### src/rtl/wcs_pkg.sv
// Package: shared types for the write completion status reporter.
// Assumes: nothing beyond IEEE 1800-2017.
package wcs_pkg;
    // Which source the read mux forwards to the pads.
    typedef enum logic {
        SRC_ARRAY  = 1'b0,
        SRC_STATUS = 1'b1
    } wcs_src_e;
endpackage

### src/rtl/wcs_strobe_qual.sv
// Module: wcs_strobe_qual
// Decodes the active-low strobes into a qualified read and flags the
// clock after a read access ends.
// Assumes: strobes are already synchronous to clk.
module wcs_strobe_qual (
    input  logic clk,
    input  logic rst_n,
    input  logic ce_n,
    input  logic oe_n,
    input  logic we_n,
    output logic rd_act,
    output logic rd_end
);
    logic rd_q;

    // Qualified read: chip and output enabled, write strobe idle.
    always_comb begin
        rd_act = ~ce_n & ~oe_n & we_n;
    end

    // Remember last cycle's read state to find the trailing edge.
    always_ff @(posedge clk) begin
        if (!rst_n) rd_q <= 1'b0;
        else        rd_q <= rd_act;
    end

    // Pulse when a read that was active has just finished.
    always_comb begin
        rd_end = rd_q & ~rd_act;
    end
endmodule

### src/rtl/wcs_toggle_gen.sv
// Module: wcs_toggle_gen
// Holds the toggle status bit: cleared at the start of each busy period,
// inverted after every finished read while busy.
// Assumes: rd_end is a single-cycle pulse from wcs_strobe_qual.
module wcs_toggle_gen (
    input  logic clk,
    input  logic rst_n,
    input  logic busy,
    input  logic rd_end,
    output logic toggle_q
);
    logic busy_q;
    logic busy_start;

    // Delay busy by one clock to find its rising edge.
    always_ff @(posedge clk) begin
        if (!rst_n) busy_q <= 1'b0;
        else        busy_q <= busy;
    end

    // Rising edge of busy marks a new programming window.
    always_comb begin
        busy_start = busy & ~busy_q;
    end

    // Toggle state: a new window clears it, a finished poll inverts it.
    always_ff @(posedge clk) begin
        if (!rst_n)               toggle_q <= 1'b0;
        else if (busy_start)      toggle_q <= 1'b0;
        else if (busy && rd_end)  toggle_q <= ~toggle_q;
    end
endmodule

### src/rtl/wcs_status_mux.sv
// Module: wcs_status_mux
// Builds the status byte and selects between status and array data.
// Assumes: POLL_BIT and TOGGLE_BIT are distinct and below DATA_W.
module wcs_status_mux #(
    parameter int DATA_W     = 8,
    parameter int POLL_BIT   = 7,
    parameter int TOGGLE_BIT = 6
) (
    input  logic              busy,
    input  logic              rd_act,
    input  logic              toggle_q,
    input  logic [DATA_W-1:0] last_wr,
    input  logic [DATA_W-1:0] arr_rdata,
    output logic [DATA_W-1:0] dq_out,
    output logic              dq_oe
);
    import wcs_pkg::*;

    logic [DATA_W-1:0] status_byte;
    wcs_src_e          src;

    // Assemble the status byte one bit at a time.
    for (genvar i = 0; i < DATA_W; i++) begin : g_stat
        if (i == POLL_BIT) begin : g_poll
            assign status_byte[i] = ~last_wr[i];
        end else if (i == TOGGLE_BIT) begin : g_tgl
            assign status_byte[i] = toggle_q;
        end else begin : g_echo
            assign status_byte[i] = last_wr[i];
        end
    end

    // Pick the data source from the busy flag.
    always_comb begin
        src = busy ? SRC_STATUS : SRC_ARRAY;
    end

    // Drive the pads only during a qualified read; zeros otherwise.
    always_comb begin
        dq_oe = rd_act;
        if (!rd_act)                dq_out = '0;
        else if (src == SRC_STATUS) dq_out = status_byte;
        else                        dq_out = arr_rdata;
    end
endmodule

### src/rtl/wcs_reporter.sv
// Module: wcs_reporter (top)
// Read-side status reporter for a paged nonvolatile memory: returns a
// polling/toggle status byte while prog_busy is high, array data otherwise.
// Assumes: prog_busy comes from the write controller and covers both real
// programming and protected (discarded) write windows.
module wcs_reporter #(
    parameter int DATA_W     = 8,
    parameter int POLL_BIT   = 7,
    parameter int TOGGLE_BIT = 6
) (
    input  logic              clk,
    input  logic              rst_n,
    input  logic              prog_busy,
    input  logic [DATA_W-1:0] last_wr,
    input  logic              ce_n,
    input  logic              oe_n,
    input  logic              we_n,
    input  logic [DATA_W-1:0] arr_rdata,
    output logic [DATA_W-1:0] dq_out,
    output logic              dq_oe
);
    logic rd_act;
    logic rd_end;
    logic toggle_bit;

    wcs_strobe_qual u_qual (
        .clk    (clk),
        .rst_n  (rst_n),
        .ce_n   (ce_n),
        .oe_n   (oe_n),
        .we_n   (we_n),
        .rd_act (rd_act),
        .rd_end (rd_end)
    );

    wcs_toggle_gen u_tgl (
        .clk      (clk),
        .rst_n    (rst_n),
        .busy     (prog_busy),
        .rd_end   (rd_end),
        .toggle_q (toggle_bit)
    );

    wcs_status_mux #(
        .DATA_W     (DATA_W),
        .POLL_BIT   (POLL_BIT),
        .TOGGLE_BIT (TOGGLE_BIT)
    ) u_mux (
        .busy      (prog_busy),
        .rd_act    (rd_act),
        .toggle_q  (toggle_bit),
        .last_wr   (last_wr),
        .arr_rdata (arr_rdata),
        .dq_out    (dq_out),
        .dq_oe     (dq_oe)
    );
endmodule

### config.mk
export PLATFORM = sky130hd
export DESIGN_NAME = wcs_reporter
export DESIGN_NICKNAME = d
export VERILOG_FILES = /design/src/rtl/wcs_pkg.sv /design/src/rtl/wcs_strobe_qual.sv /design/src/rtl/wcs_toggle_gen.sv /design/src/rtl/wcs_status_mux.sv /design/src/rtl/wcs_reporter.sv
export SDC_FILE = /design/constraint.sdc
export NUM_CORES = 1
export LEC_CHECK = 0
export ABC_AREA = 1
export BUFFER_PORTS_ARGS = -buffer_cell sky130_fd_sc_hd__buf_2
export CORE_AREA = 3 3 40 42
export DETAILED_ROUTE_END_ITERATION = 8
export DIE_AREA = 0 0 43 45
export PLACE_DENSITY_LB_ADDON = 0.2
export RECOVER_POWER = 100
export SLEW_MARGIN = 20
export SYNTH_ARGS = -nofsm -noshare
export SYNTH_HDL_FRONTEND = slang
export SYNTH_HIERARCHICAL = 1
export SYNTH_SLANG_ARGS = --single-unit
### constraint.sdc
create_clock -name clk -period 0.9 [get_ports clk]
set_input_delay 0.135 -clock clk [delete_from_list [all_inputs] [get_ports clk]]
set_output_delay 0.135 -clock clk [all_outputs]
set_load 0.005 [all_outputs]
Word-level counts from Yosys, hierarchy flattened
Index checks and enable logic that the tools add are counted.
{ "classes": {"mux": 3, "bitwise_logic": 11, "reduce_logical": 2} }
{ "ops": {"columns": ["operator", "count"], "rows": [
  ["8-bit two-way mux", 2],
  ["1-bit NOT", 7],
  ["1-bit bitwise AND", 4],
  ["2-bit OR reduction", 1],
  ["1-bit logical AND", 1],
  ["1-bit two-way mux", 1]
]} }
{ "totals": {"out_inout_bits": 9, "word_cells": 19, "register_bits": 3, "inputBits": 22} }

Longest topological paths before layout
Gate-level depths: netlist (run 1).
{ "depth": {"ltp_word": 6, "mapped_depth": 6, "mapped_depth_nobuf": 6} }

By module
Netlist (run 1), hierarchy kept.
{ "modules_own_cells": {"columns": ["mod", "n_inst", "area_per_inst_um2", "seq_area_each_um2", "cells_each"], "rows": [
  ["wcs_status_mux", 1, 188.9, 0.0, 43],
  ["wcs_toggle_gen", 1, 85.1, 40.0, 13],
  ["wcs_strobe_qual", 1, 55.1, 20.0, 8]
]} }

Least setup slack after synthesis (run 1)
OpenSTA, ideal clock, no wires.
{ "synth_timing": {"path_kind": "input to output", "startpoint": "in oe_n", "endpoint": "out dq_out[0]", "required_time_ns": 0.765, "n_path_buf": 1, "stages": 6, "arrival_ns": 0.651, "slack_ns": 0.114, "path_cell_list": "nor2_2 nand2_2 inv_1 buf_4 nand2_1 nor2_1"} }
{ "synth_between": {"elab_chain_len": 4} }
{ "synth_lines": {"columns": ["element", "line_no", "source"], "rows": [
  ["start: declaration", "wcs_reporter.sv:16", "input logic oe_n,"],
  ["1-bit NOT", "wcs_strobe_qual.sv:18", "rd_act = ~ce_n & ~oe_n & we_n;"],
  ["1-bit bitwise AND (2 in a row)", "wcs_strobe_qual.sv:18", null],
  ["net rd_act", "wcs_reporter.sv:22", "logic rd_act;"],
  ["8-bit two-way mux", "wcs_status_mux.sv:41", "if (!rd_act) dq_out = '0;"],
  ["end: declaration", "wcs_reporter.sv:19", "output logic [DATA_W-1:0] dq_out,"]
]} }
The timed path passes the listed nets, and every way through them passes these cells.

Final worst setup path (run 1)
{ "layout_timing": {"startpoint": "reg u_tgl.toggle_q", "endpoint": "out dq_out[6]"} }
{ "layout_between": {"elab_chain_len": 2} }
{ "layout_lines": {"columns": ["element", "line_no", "source"], "rows": [
  ["start: declaration", "wcs_toggle_gen.sv:10", "output logic toggle_q"],
  ["start signal: assignment", "wcs_toggle_gen.sv:30", "else if (busy && rd_end) toggle_q <= ~toggle_q;"],
  ["8-bit two-way mux", "wcs_status_mux.sv:42", "else if (src == SRC_STATUS) dq_out = status_byte;"],
  ["8-bit two-way mux", "wcs_status_mux.sv:41", null]
]} }
Every way passes these cells.

==> results.md, run 1 <==
- Grouping stages by cell kind, the critical path spends the most delay in flip-flops.
- Summed over all cells, the static leakage comes to 0.0003486 uW.
- The largest fanout on the critical path is 2.
- The number of buffers added to fix hold violations after cts is 0.
- The area of the placeable core is 0.001285 mm^2.
- The minimum clock period after layout is between 0.9 and 1 ns.
- In the synthesized netlist, the number of instances is 64.
- In this run the cell area of the synthesized design comes to 329.1 um^2.
- The count of buffers from port buffering is 29.
- The wire length of the first global-routing pass is 1449 um.
- The tree is rooted in a sky130_fd_sc_hd__clkbuf_4.
- The buffer and inverter count on the worst path is 2.
- The final-layout setup total negative slack is -0.1421 ns.
- The detailed-route wire length per cell is 7.263 um.
- The number of design-rule violations left by the first detailed-router iteration is 6.
- The maximum number of pins on one net before global-route repair is 21.
- The layout overhead on the synthesized area is 73.76%.
- The met2 usage is 0.1527.
- Max-cap violations in this run came to 0.
- The data arrival at the endpoint of the critical path is roughly 0.84 ns.
- The routing layer with the top usage in global route is met2.
- Setup repair after global routing could not meet its margin everywhere.
- CTS built an H-tree with a depth of 1.
- The biggest cell delay along the critical path is 0.32 ns.
- The checks that failed: setup timing.
- The worst setup path is captured at an output pin.
- The smallest setup slack after layout is -0.07151 ns.
- The total vias in the final route is 438.
- The final routed DRC violation total is 0.
- After synthesis, the largest family of logic cells by area is simple AND/OR/NAND/NOR gates.
- The number of CTS-inserted buffers is 3.
- The path type of the worst setup path is reg2out.
- The die span in x is 43 um.
- The final-report hold violation count is 0.
- The count of different cell masters after synthesis is 10.
- The cell with the largest stage delay on the worst path is sky130_fd_sc_hd__dfxtp_2.
- The latest clock arrival within the worst-skew pair is 0.23 ns.
- Ranked by total cell area, the synthesized netlist is headed by sky130_fd_sc_hd__nand2_1 (23%), sky130_fd_sc_hd__dfxtp_1 (18%), sky130_fd_sc_hd__nor2_1 (18%), sky130_fd_sc_hd__inv_1 (15%), sky130_fd_sc_hd__buf_6 (6.8%).
- The total inserted antenna cells is 0.
- The share of Yosys cell area claimed by the top area cell type is 0.2281.
- The worst-case vdd ir drop is 920.5 uV.
- Leaving out fill and tap cells, the most frequent cells in the layout are sky130_fd_sc_hd__buf_2 (27), sky130_fd_sc_hd__nand2_1 (19), sky130_fd_sc_hd__nor2_1 (15).
- The simple-gate portion of the synthesized area is 0.5399.
- The HPWL after detailed placement is around 600 um.
- The initial antenna violation count is 0.
- The detail route stage leaves a number of antenna-violating nets equal to 0.
- The post-layout net count is 122.
- Clock-pin slew was measured on the worst setup and hold paths at ~0.040 ns.
- The met3 global-route usage is 0.05578.
- For this configuration, the core starts out at a cell density of 0.2561.
- Timing would allow up to 1029 MHz.
- The die covers 0.001935 mm^2.
- Of the synthesized area, sequential elements account for 0.1825.
- The tightest min-delay check is of the in2reg type.
- Row generation in the floorplan step produced 13 rows.
- For the pin with the worst max-slew slack, the measured transition is around 0.17 ns.
- Of the total synthesized cell area, the portion taken by full adders, half adders and majority gates is 0.
- Yosys printed 6 warnings.
- The met1 usage in global routing is 0.1205.
- The power density relative to cell area is 921.9 mW/mm^2.
- The final weighted congestion in routability-driven placement is around 0.69.
- The combined global-route utilization of all metal layers is 0.1007.
- For this run, the detailed router's first-pass iteration total came to 2.
- Counting along the longest clock path gives a buffer depth of 2.
- The number of max-slew violations in the final report is 0.
- For this design, the sink count on the clock tree is 3.
- The clock tree skew after final layout is 0.003297 ns.
- The completed layout was analyzed and its total power is approximately 530 uW.
- Dividing the detail-routed via count by the number of cells gives 3.842.
- The element type at the critical path start is a flop.
- The via count of the first global-routing pass came to 378.
- Of the total synthesized cell area, the portion taken by XOR and XNOR cells is 0.
- The synthesized-area fraction occupied by ao, oa, aoi and oai cells is 0.01521.
- In the final layout, the share of cells above drive strength 1 is 0.4949.
- The total setup violations reported at the end of the flow is 7.
- The sum of routed wire length over all layers is around 830 um.
- The signal on the critical path passes through inv_2 -> nand2_2 -> nand2_1 -> nor2_1 -> buf_2.
- The final critical-path share of the clock period is 1.079.
- The library cell with the largest summed area after synthesis is sky130_fd_sc_hd__nand2_1.
- The register bit count reported by yosys is 3.
- Measured against its own limit, the worst slew margin works out to 0.8900.
- The sum of overflow across all layers after global routing is 0.
- STA puts the critical path data required time at approximately 0.76 ns.
- When the netlist entered floorplanning its net count stood at 86.
- Measured along the y axis, the die boundary spans 45 um.
- After synthesis, the mean cell area works out to 5.142 um^2.
- The clock tree from TritonCTS is done.
- Measured against the total synthesized area, the mux share comes to 0.
- In this run the count of I/O pins placed on the die edge is 31.
- The run finished, with violations left.
- The most frequent standard cell in the layout excluding fill and tap cells is sky130_fd_sc_hd__buf_2.
==> synthesized netlist by cell type <==
library cell               n
sky130_fd_sc_hd__buf_6     2
sky130_fd_sc_hd__nor2_2    3
sky130_fd_sc_hd__inv_1    13
sky130_fd_sc_hd__buf_4     2
sky130_fd_sc_hd__nand2_2   3
sky130_fd_sc_hd__nor2_1   16
sky130_fd_sc_hd__dfxtp_1   3
sky130_fd_sc_hd__nand2_1  20
sky130_fd_sc_hd__nand3_1   1
sky130_fd_sc_hd__a21oi_1   1
==> registers in the layout, summed over array words and instances (netlist names) <==
register and count:
u_tgl/busy_q 1, u_qual/rd_q 1, u_tgl/toggle_q 1
==> logic make-up (layout without fill, tap and decap cells) <==
family / Yosys count / count (layout)
AO/OA/AOI/OAI: 1 / 1
flip-flops: 3 / 3
buffers and inverters: 17 / 52
AND/OR/NAND/NOR: 43 / 43
==> layout make-up <==
cell class                      instances  area, um^2
Inverter                               13       52.55
Timing Repair Buffer                   34       207.7
Sequential cell                         3       61.31
Multi-Input combinational cell         44       197.7
Clock buffer                            4       26.28
Fill cell                             141       713.2
Tap cell                               15       18.77
Timing Repair inverter                  1       7.507
==> routing by layer <==
layer / vias up / routed length, um / share of wire
met5: - / 0 / 0
met4: 0 / 5 / 0.0060
met3: 2 / 142 / 0.17
met2: 24 / 353 / 0.43
met1: 165 / 326 / 0.39
li1: 247 / - / -
==> tightest hold or removal path, stage by stage <==
cell                      delay [ns]
sky130_fd_sc_hd__buf_2          0.09
sky130_fd_sc_hd__nand2_1        0.05
sky130_fd_sc_hd__inv_1          0.04
==> where the power goes <==
part           leakage (uW)  total (uW)  internal, uW  switching [uW]
Clock             0.0000150         232           166            65.7
Sequential        0.0000250         139           138           0.996
Combinational      0.000309         157          84.9            71.7
Total              0.000349         527           389             138
==> timing repair <==
action                     CTS  global route
cloned                       1             0
buffers inserted             2             1
resized for setup            7             3
setup endpoints to repair    9             9
pin swaps                    4             5
==> worst paths after layout <==
kind | from | end | slack [ns] | depth (start not counted)
hold / removal | rst_n | u_tgl/busy_q | 0.12 | 3
setup reg to reg | u_qual/rd_q | u_tgl/toggle_q | 0.10 | 6
setup / recovery | u_tgl/toggle_q | dq_out[6] | -0.07 | 5
hold reg to reg | u_tgl/busy_q | u_tgl/toggle_q | 0.50 | 4
==> per-stage QoR <==
| step | worst slack [ns] | cells | hold WS (ns) | area [um^2] | util |
|---|---|---|---|---|---|
| floorplan | 0.1144 | 64 | 0.2285 | 329.1 | - |
| global placement | -0.1596 | 106 | 0.3511 | 483.0 | 0.3759 |
| detailed placement | -0.1738 | 106 | 0.3510 | 483.0 | 0.3759 |
| CTS | -0.08461 | 113 | 0.1120 | 553.0 | 0.4304 |
| global route | -0.1556 | 114 | 0.1351 | 571.8 | 0.4450 |
| finish | -0.07151 | 114 | 0.1178 | 571.8 | 0.4450 |
No activity file was read; power rests on OpenSTA's default activity.
==> run 2, diff against run 1 <==
--- a/config.mk
+++ b/config.mk
@@ -5,7 +5,6 @@
 export SDC_FILE = /design/constraint.sdc
 export NUM_CORES = 1
 export LEC_CHECK = 0
-export ABC_AREA = 1
 export BUFFER_PORTS_ARGS = -buffer_cell sky130_fd_sc_hd__buf_2
 export CORE_AREA = 3 3 40 42
 export DETAILED_ROUTE_END_ITERATION = 8
==> constraint.sdc (replaced) <==
create_clock -name clk -period 0.8 [get_ports clk]
set_input_delay 0.12 -clock clk [delete_from_list [all_inputs] [get_ports clk]]
set_output_delay 0.12 -clock clk [all_outputs]
set_load 0.005 [all_outputs]
==> run 2 against run 1 <==
Effect of this change: the run still ends with setup timing left; register-to-register slack worse by 0.15 ns; cell area is 9.0% lower; global-route usage is 1.7 points lower; die area stayed put; power is 8.6% higher; core utilization is 4.0 points lower; clock power is 15% higher; synthesized cell count is 53% lower; non-clock buffer count stayed put; critical path type unchanged; critical endpoint unchanged; largest cell class is now multi-input gates.
==> results.md, run 2 <==
- The flow ran to the end, but the final reports show violations.
- The final reports fail on setup timing.
- Counting instances in the post-synthesis netlist gives the leading cell types as sky130_fd_sc_hd__nor2b_1 (8), sky130_fd_sc_hd__mux2i_1 (7), sky130_fd_sc_hd__dfxtp_1 (3).
- The total setup violations reported at the end of the flow is 10.
- The largest fanout on the critical path is 2.
- The critical path goes through mux2i_1 -> nor2b_1 -> buf_2.
- The fill cell instance count of the final layout is 136.
- By instance count, the leading cell after synthesis is sky130_fd_sc_hd__nor2b_1.
- The region available for standard cell placement spans 0.001285 mm^2.
- The headroom to the max-slew limit is 0.8178.
- The number of max-slew violations in the final report is 0.
- The routed layout has 337 vias.
- The final critical-path share of the clock period is 1.215.
- The tool flagged a number of max-cap violations equal to 0.
- The setup slack after placement is -0.2059 ns.
- The highest achievable clock rate is 1029 MHz.
- The clock reaches the later pin of the worst-skew pair after approximately 0.23 ns.
- Clock-pin slew was measured on the worst setup and hold paths at 0.04 ns.
- The register area share after synthesis is 0.2143.
- The via count of the first global-routing pass is 314.
- The count of different cell masters after synthesis is 15.
- The initialized floorplan defines 13 standard-cell rows.
- For this design, the sink count on the clock tree is 3.
- In the routed design, unresolved DRC markers number 0.
- The cell area after technology mapping is 280.3 um^2.
- The initial cell density of the core is 0.2181.
- The number of CTS-inserted buffers is 3.
- In the final layout, the share of cells above drive strength 1 is 0.6364.
- Among all stages on the critical path, the largest delay is contributed by sky130_fd_sc_hd__dfxtp_2.
- The data required time of the critical path is 0.68 ns.
- The first routing iteration left 0 violations.
- The post-layout net count is 89.
- The number of cells produced by synthesis is 30.
- The final layout contains routed wiring with a total length of slightly below 800 um.
- The detailed-route vias per instance is between 4 and 5.
- Routability-driven placement finished with a final weighted congestion of about 0.65.
- The layout overhead on the synthesized area is 85.71%.
- Global routing finished with a remaining overflow of 0.
- The buffer cell driving the clock tree root is sky130_fd_sc_hd__clkbuf_4.
- The share of synthesized area in the top cell type comes to 0.2500.
- The number of antenna diodes in the final layout is 0.
- Yosys attributes the largest share of cell area to sky130_fd_sc_hd__mux2i_1 (25%), sky130_fd_sc_hd__dfxtp_1 (21%), sky130_fd_sc_hd__nor2b_1 (18%), sky130_fd_sc_hd__nor3b_4 (6.7%), sky130_fd_sc_hd__nor3b_2 (4.5%).
- The biggest cell delay along the critical path is 0.31 ns.
- Across all setup checks in the final design, the least slack found is -0.1716 ns.
- The die span in x is 43 um.
- The power density relative to cell area is 1100 mW/mm^2.
- The initial antenna violation count is 0.
- The die boundary height is between 40 and 50 um.
- The minimum clock period after layout is approximately 0.97 ns.
- The count of yosys warnings during synthesis is 6.
- The floorplan step defined a die boundary enclosing ~0.0019 mm^2.
- The number of buffers and inverters on the critical path is 1.
- The number of synthesized flops with an enable pin is 0.
- A synthesized cell averages 9.342 um^2.
- In this run, post-CTS hold repair placed 0 buffers.
- The first global-routing pass estimated 1179 um of wire.
- Overall power consumption after layout is estimated at 572.4 uW.
- The final-report hold violation count is 0.
- The library cell with the largest summed area after synthesis is sky130_fd_sc_hd__mux2i_1.
- The worst setup path is captured at an output pin.
- Counting flops with an async set or reset pin after synthesis yields a share of 0.
- Dividing the detail-routed wire length by the instance count gives 9.704 um.
- In this run the number of H-tree levels came out at 1.
- The class of the most critical hold timing path is in2reg.
- Once detail routing completed, the nets flagged for antenna violations numbered 0.
- The clock tree skew after final layout is ~0.0016 ns.
- For this design the static power due to leakage is between 0.0002 and 0.0003 uW.
- The critical path in this run is classified as reg2out.
- The worst-case vdd ir drop is 835.3 uV.
- The synthesized net count is 52.
- In the final layout, the registers with the most flip-flops are u_qual/rd_q x1, u_tgl/busy_q x1, u_tgl/toggle_q x1.
- The data arrival at the endpoint of the critical path is 0.85 ns.
- The number of search-and-repair iterations in the first detailed-routing pass is 1.
- The top cell family by delay on the critical path is flip-flops.
- The longest clock path from root to sink contains 2 buffers.
- The dominant synthesized flop cell is sky130_fd_sc_hd__dfxtp_1.
- STA classifies the critical path startpoint as a flop.
- Setup repair after global routing could not meet its margin everywhere.
- Entering global routing, the biggest net connects 13 pins.
- During I/O placement, the number of pins put on the boundary was 31.
- Leaving out fill and tap cells, the most frequent cell in the layout is sky130_fd_sc_hd__buf_2.
- In the global route stage, overall resource usage came out at 0.08389.
- For the pin with the worst max-slew slack, the measured transition is 0.2733 ns.
- The register bit count reported by yosys is 3.
- The library cells used most frequently in the layout, excluding fill and tap cells, are sky130_fd_sc_hd__buf_2 (26), sky130_fd_sc_hd__mux2i_1 (7), sky130_fd_sc_hd__nor2b_1 (7).
- The clock tree from TritonCTS is done.
- The count of buffers from port buffering is 29.
## run 2: cell types whose count changed after synthesis, moves of 3 or more
cell / delta
sky130_fd_sc_hd__nand2_2: -3
sky130_fd_sc_hd__nor2_2: -3
sky130_fd_sc_hd__inv_1: -12
sky130_fd_sc_hd__nor2_1: -16
sky130_fd_sc_hd__nor2b_1: +8
sky130_fd_sc_hd__nand2_1: -19
sky130_fd_sc_hd__mux2i_1: +7
## run 2: routing by layer
| metal | track usage | part of all wire | up-vias |
|---|---|---|---|
| met5 | 0 | 0 | - |
| met4 | 0.09036 | 0.023 | 0 |
| met3 | 0.03586 | 0.15 | 2 |
| met2 | 0.1257 | 0.44 | 20 |
| met1 | 0.08373 | 0.39 | 141 |
| li1 | - | - | 174 |
## run 2: cell type report
| cell class | count | area, um^2 | share of cell area |
|---|---|---|---|
| Tap cell | 15 | 18.77 | 0.03606 |
| Multi-Input combinational cell | 24 | 205.2 | 0.3942 |
| Sequential cell | 3 | 61.31 | 0.1178 |
| Timing Repair Buffer | 34 | 205.2 | 0.3942 |
| Clock buffer | 4 | 26.28 | 0.05048 |
| Inverter | 1 | 3.754 | 0.007212 |
## run 2: cells by family (layout without fill, tap and decap cells)
| logic type | count (synthesis) | count (layout) | synth area share |
|---|---|---|---|
| buffers and inverters | 3 | 39 | 0.08035 |
| multiplexers | 7 | 7 | 0.2500 |
| AO/OA/AOI/OAI | 3 | 3 | 0.08481 |
| flip-flops | 3 | 3 | 0.2143 |
| AND/OR/NAND/NOR | 14 | 14 | 0.3705 |
## run 2: path summary, 6_finish.rpt
check	from	endpoint	slack (ns)	cells after the start
worst max-delay path	u_tgl/toggle_q	dq_out[6]	-0.17	3
worst min-delay path	rst_n	u_qual/rd_q	0.13	2
worst max register to register	u_qual/rd_q	u_tgl/toggle_q	-0.05	4
worst min register to register	u_tgl/toggle_q	u_tgl/toggle_q	0.59	2
## run 2: where the power goes
group / switching, uW / internal (uW) / leakage (uW) / total (uW)
logic: 53.9 / 94.9 / 0.000256 / 149
clock network: 80.2 / 187 / 0.0000150 / 267
registers: 1.68 / 155 / 0.0000250 / 156
total: 136 / 437 / 0.000296 / 572
## run 2: worst register-to-register path, stage by stage, from the launching register on
cell and delay [ns]:
sky130_fd_sc_hd__dfxtp_1 0.30, sky130_fd_sc_hd__nor2b_4 0.13, sky130_fd_sc_hd__nand3_1 0.09, sky130_fd_sc_hd__nor3b_2 0.16, sky130_fd_sc_hd__a31o_1 0.11
## run 2: repair_timing
action	CTS	global route
gates resized for setup	7	0
hold endpoints to repair	0	0
pin swaps	3	1
buffers inserted	2	2
setup endpoints to repair	10	10
## run 2: metrics by stage
stage | hold WS [ns] | utilization | std cells | instance area (um^2) | TNS (ns)
global route | 0.1565 | 0.4051 | 81 | 520.5 | -1.920
finish | 0.1317 | 0.4051 | 81 | 520.5 | -1.283
detailed placement | 0.3752 | 0.3369 | 73 | 432.9 | -1.819
global placement | 0.3739 | 0.3369 | 73 | 432.9 | -1.647
CTS | 0.1299 | 0.3934 | 79 | 505.5 | -1.320
floorplan | 0.2417 | - | 30 | 280.3 | -0.1021
